File: src/rtl/tbr_sel_pkg.sv
package tbr_sel_pkg;
  typedef enum logic [1:0] {
    REG_VADDR = 2'd0,
    REG_BASE0 = 2'd1,
    REG_BASE1 = 2'd2,
    REG_SPLIT = 2'd3
  } reg_id_e;
endpackage

File: src/rtl/tbr_regs.sv
module tbr_regs #(
  parameter int AW = 32,
  parameter int SW = 3
) (
  input  logic          clk,
  input  logic          rst,
  input  logic          wr_en,
  input  logic [1:0]    wr_addr,
  input  logic [AW-1:0] wr_data,
  output logic [AW-1:0] va_q,
  output logic [AW-1:0] base0_q,
  output logic [AW-1:0] base1_q,
  output logic [SW-1:0] split_q
);
  import tbr_sel_pkg::*;

  always_ff @(posedge clk) begin
    if (rst) begin
      va_q    <= '0;
      base0_q <= '0;
      base1_q <= '0;
      split_q <= '0;
    end else if (wr_en) begin
      case (reg_id_e'(wr_addr))
        REG_VADDR: va_q    <= wr_data;
        REG_BASE0: base0_q <= wr_data;
        REG_BASE1: base1_q <= wr_data;
        default:   split_q <= wr_data[SW-1:0];
      endcase
    end
  end
endmodule

File: src/rtl/tbr_select.sv
module tbr_select #(
  parameter int AW = 32,
  parameter int SW = 3
) (
  input  logic [AW-1:0] va,
  input  logic [SW-1:0] split,
  output logic          use1
);
  logic [AW-1:0] hi_mask;

  // The top 'split' bits are set in the mask. A split of zero gives an empty mask.
  always_comb begin
    hi_mask = ~({AW{1'b1}} >> split);
    use1    = |(va & hi_mask);
  end
endmodule

File: src/rtl/tbr_desc.sv
module tbr_desc #(
  parameter int AW  = 32,
  parameter int SW  = 3,
  parameter int SEC = 20,
  parameter int ENT = 2
) (
  input  logic [AW-1:0] base0,
  input  logic [AW-1:0] base1,
  input  logic [AW-1:0] va,
  input  logic [SW-1:0] split,
  input  logic          use1,
  output logic [AW-1:0] desc
);
  localparam int TBL = AW - SEC + ENT;
  localparam logic [AW-1:0] ONES = {AW{1'b1}};

  logic [AW-1:0] idx, keep0, idx_mask0, desc0, desc1;

  always_comb begin
    idx       = va >> SEC;
    keep0     = ONES << (TBL - int'(split));
    idx_mask0 = ONES >> (SEC + int'(split));
    desc0     = (base0 & keep0) | ((idx & idx_mask0) << ENT);
    desc1     = (base1 & (ONES << TBL)) | (idx << ENT);
    desc      = use1 ? desc1 : desc0;
  end
endmodule

File: src/rtl/tbr_sel_top.sv
module tbr_sel_top #(
  parameter int AW  = 32,
  parameter int SW  = 3,
  parameter int SEC = 20,
  parameter int ENT = 2
) (
  input  logic          clk,
  input  logic          rst,
  input  logic          wr_en,
  input  logic [1:0]    wr_addr,
  input  logic [AW-1:0] wr_data,
  output logic          use_base1,
  output logic [AW-1:0] desc_addr
);
  import tbr_sel_pkg::*;

  localparam int TBL = AW - SEC + ENT;

  logic [AW-1:0] va_q, base0_q, base1_q;
  logic [SW-1:0] split_q;

  tbr_regs #(.AW(AW), .SW(SW)) u_regs (
    .clk(clk), .rst(rst), .wr_en(wr_en), .wr_addr(wr_addr), .wr_data(wr_data),
    .va_q(va_q), .base0_q(base0_q), .base1_q(base1_q), .split_q(split_q)
  );

  tbr_select #(.AW(AW), .SW(SW)) u_sel (
    .va(va_q), .split(split_q), .use1(use_base1)
  );

  tbr_desc #(.AW(AW), .SW(SW), .SEC(SEC), .ENT(ENT)) u_desc (
    .base0(base0_q), .base1(base1_q), .va(va_q), .split(split_q),
    .use1(use_base1), .desc(desc_addr)
  );

  a_r1_reset_clears: assert property (@(posedge clk)
    rst |=> (split_q == '0 && va_q == '0 && base0_q == '0 && base1_q == '0));

  a_r2_base1_write_lands: assert property (@(posedge clk) disable iff (rst)
    (wr_en && wr_addr == REG_BASE1) |=> (base1_q == $past(wr_data)));

  a_r3_zero_split_base0: assert property (@(posedge clk) disable iff (rst)
    (split_q == '0) |-> !use_base1);

  a_r4_base0_top_bit_clear: assert property (@(posedge clk) disable iff (rst)
    (!use_base1 && split_q != '0) |-> !va_q[AW-1]);

  a_r5_word_aligned: assert property (@(posedge clk) disable iff (rst)
    desc_addr[ENT-1:0] == '0);

  a_r6_base1_high_bits: assert property (@(posedge clk) disable iff (rst)
    use_base1 |-> (desc_addr[AW-1:TBL] == base1_q[AW-1:TBL]));

  a_r8_idle_holds: assert property (@(posedge clk) disable iff (rst)
    !wr_en |=> $stable(split_q) && $stable(va_q));
endmodule

File: config.mk
export PLATFORM = sky130hd
export DESIGN_NAME = tbr_sel_top
export DESIGN_NICKNAME = d
export VERILOG_FILES = /design/src/rtl/tbr_sel_pkg.sv /design/src/rtl/tbr_regs.sv /design/src/rtl/tbr_select.sv /design/src/rtl/tbr_desc.sv /design/src/rtl/tbr_sel_top.sv
export SDC_FILE = /design/constraint.sdc
export NUM_CORES = 1
export LEC_CHECK = 0
export BUFFER_PORTS_ARGS = -buffer_cell sky130_fd_sc_hd__buf_2
export CORE_ASPECT_RATIO = 1.25
export CORE_MARGIN = 5
export CORE_UTILIZATION = 32
export DETAILED_ROUTE_END_ITERATION = 8
export PLACE_DENSITY = 0.53
export SLEW_MARGIN = 20
export SYNTH_ARGS = -nofsm -noshare
export SYNTH_HDL_FRONTEND = slang
export SYNTH_HIERARCHICAL = 1
export SYNTH_SLANG_ARGS = --single-unit
File: constraint.sdc
create_clock -name clk -period 2.3 [get_ports clk]
set_clock_uncertainty 0.2 [all_clocks]
set_input_delay 0.46 -clock clk [delete_from_list [all_inputs] [get_ports clk]]
set_output_delay 0.46 -clock clk [all_outputs]
set_load 0.1 [all_outputs]
==> flow_metrics.py <==
metrics = {
    "die": {
        "rows": 42,
        "fp.dieH_um": 125,
        "start_util_pct": 32.2,
        "ios": 70,
        "core_um2": 10500,
        "dieArea_um2": 12700,
        "die-width_um": 102,
    },
    "final_layout": {
        "final_core_util_pct": 49.6,
        "fin_cells": 566,
        "final_cell_mix": "97 x nand2b_1, 65 x mux2i_1, 63 x dfxtp_1",
        "n_fill_cell": 933,
        "fin_nets": 473,
        "drive_gt1_share_pct": 41.0,
        "areaGrowthSynthToFinish_pct": 53.7,
        "final_common_cell": "nand2b_1",
        "antennaDiodeCount": 0,
    },
    "routing": {
        "drc": 0,
        "viasPerCell": 4.55,
        "post_drt_wl_per_cell_um": 15.2,
        "vias": 2575,
        "first_pass_iters": 4,
        "antenna_left": 0,
        "drt_iter0_drc": 69,
        "drt_wl_total_um": 8600,
    },
    "synth": {
        "syn_inst": 332,
        "syn_area_per_cell_um2": 10.2,
        "syn_nets": 376,
        "synth.cell_area_um2": 3370,
        "synth_warnings": 6,
    },
    "placement": {
        "gp_congestion": 0.747,
        "dp_hpwl_um": 6080,
        "place_inst": 545,
        "portBuffers": 69,
        "pre_cts_slack_ns": -0.232,
    },
    "pwr": {
        "ir_drop_mv": 0.411,
        "seq_power_share_pct": 37.2,
        "total_power_mw": 3.20,
        "power.density_nw_per_um2": 617,
        "power_frac_clock_pct": 46.7,
        "internal_power_mw": 2.38,
        "switchingPower_uw": 822,
        "p_leak_nw": 2.38,
        "p_sw_share_pct": 25.7,
        "pwr-share-comb_pct": 16.1,
    },
    "clock_network": {
        "clk_latency_ns": 0.32,
        "tritoncts": "yes",
        "path_clk_slew_ns": 0.05,
        "cts_buffers": 9,
        "htreeDepth": 3,
        "clk_path_buf_depth": 2,
        "clock-root-buffer": "clkbuf_16",
        "clock-sinks": 65,
    },
    "setup_path": {
        "max_stage_delay_ns": 0.36,
        "arrival_ns": 2.16,
        "cp_max_fo": 5,
        "criticalPathCategory": "reg2out",
        "start_kind": "register",
        "slowest_stage": "dfxtp_4",
        "cp.required_ns": 1.64,
        "end_kind": "output port",
        "path_cells": "a21o_1 > a2111oi_4 > o21ai_4 > and4b_1 > and2_4 > and3_4 > buf_12",
    },
    "sta": {
        "rsz0062_at_grt": "yes",
        "maxSlewViolCount": 0,
        "fmax_ghz": 0.355,
        "slew_headroom_pct": 63.2,
        "tightest_slew_ns": 0.551,
        "fin_crit_sh_pct": 123,
        "min_period_ns": 2.82,
        "hold_viol_final": 0,
        "setup_ws_ns": -0.518,
        "setup_viol": 33,
        "fin_hold_ws_ns": 0.189,
    },
    "min_path": {
        "hold_path.class": "in2reg",
    },
    "run": {
        "maxCapViolations": 0,
    },
    "global_route": {
        "gr-total-overflow": 0,
        "grt_pass1_vias": 2759,
        "grt_pass1_wl_um": 14000,
        "track_usage_pct": 14.1,
        "grt_max_degree": 98,
        "antenna_found_initial": 0,
    },
    "status": {
        "status": "complete, but fails checks",
        "violations": "negative setup slack",
    },
}
[layout make-up]
type	instances	area, um^2	area share (%)
inverter	7	26.3	0.507
tap	132	165	3.19
timing repair buffer	111	1220	23.5
clock inverter	6	90.1	1.74
clock buffer	10	239	4.61
sequential	65	1310	25.2
multi-input combinational	235	2140	41.2
[registers in the layout, summed over array words and instances, names as in the netlist]
register	flops
u_regs/base0_q	32
u_regs/base1_q	18
u_regs/va_q	12
u_regs/split_q	3
[timing repair]
item	4_1_cts	5_1_grt
hold buffers	0	0
buffers inserted	6	1
cloned	1	0
gates resized for setup	30	3
pin swaps	6	9
endpoints found under the setup margin	33	33
[power groups by stage]
| stage | clock (mW) | combinational [mW] | sequential (mW) |
|---|---|---|---|
| 2_1_floorplan | 0 | 0.329 | 1.21 |
| 3_3_place_gp | 0 | 0.496 | 1.21 |
| 3_5_place_dp | 0 | 0.499 | 1.21 |
| 4_1_cts | 1.53 | 0.520 | 1.19 |
| 5_1_grt | 1.59 | 0.544 | 1.20 |
| 6_report | 1.49 | 0.514 | 1.19 |
[worst max-delay path: cells and delay by family, from the launching register on]
family / cells / cell delay, ns
AND/OR/NAND/NOR: 3 / 0.66
AO/OA/AOI/OAI: 3 / 0.65
flip-flops: 1 / 0.36
buffers and inverters: 1 / 0.17
[layer usage]
layer	global-route usage [%]	wire length, um	share of wire, %	vias to the layer above
li1	-	-	-	1315
met1	16.6	3640	42	1206
met2	24.5	4560	53	46
met3	3.47	292	3.4	8
met4	5.10	104	1.2	0
met5	0	0	0	-
[worst paths after layout]
kind / end / slack, ns / from / cells past startpoint
setup / recovery: desc_addr[0] / -0.52 / u_regs/split_q[1]$_SDFFE_PP0P_ / 7
hold / removal: u_regs/base0_q[8]$_SDFFE_PP0P_ / 0.19 / wr_data[8] / 3
setup reg to reg: u_regs/split_q[1]$_SDFFE_PP0P_ / 1.25 / u_regs/split_q[1]$_SDFFE_PP0P_ / 4
hold reg to reg: u_regs/base0_q[28]$_SDFFE_PP0P_ / 0.27 / u_regs/base0_q[28]$_SDFFE_PP0P_ / 2
[through the flow]
step / cell area [um^2] / TNS, ns
after floorplan: 3570 / -15.24
after global placement: 4670 / -3.47
after detailed placement: 4670 / -3.87
after CTS: 5180 / -15.77
after global routing: 5180 / -17.88
final: 5180 / -14.93
(Power assumes the default switching activity.)
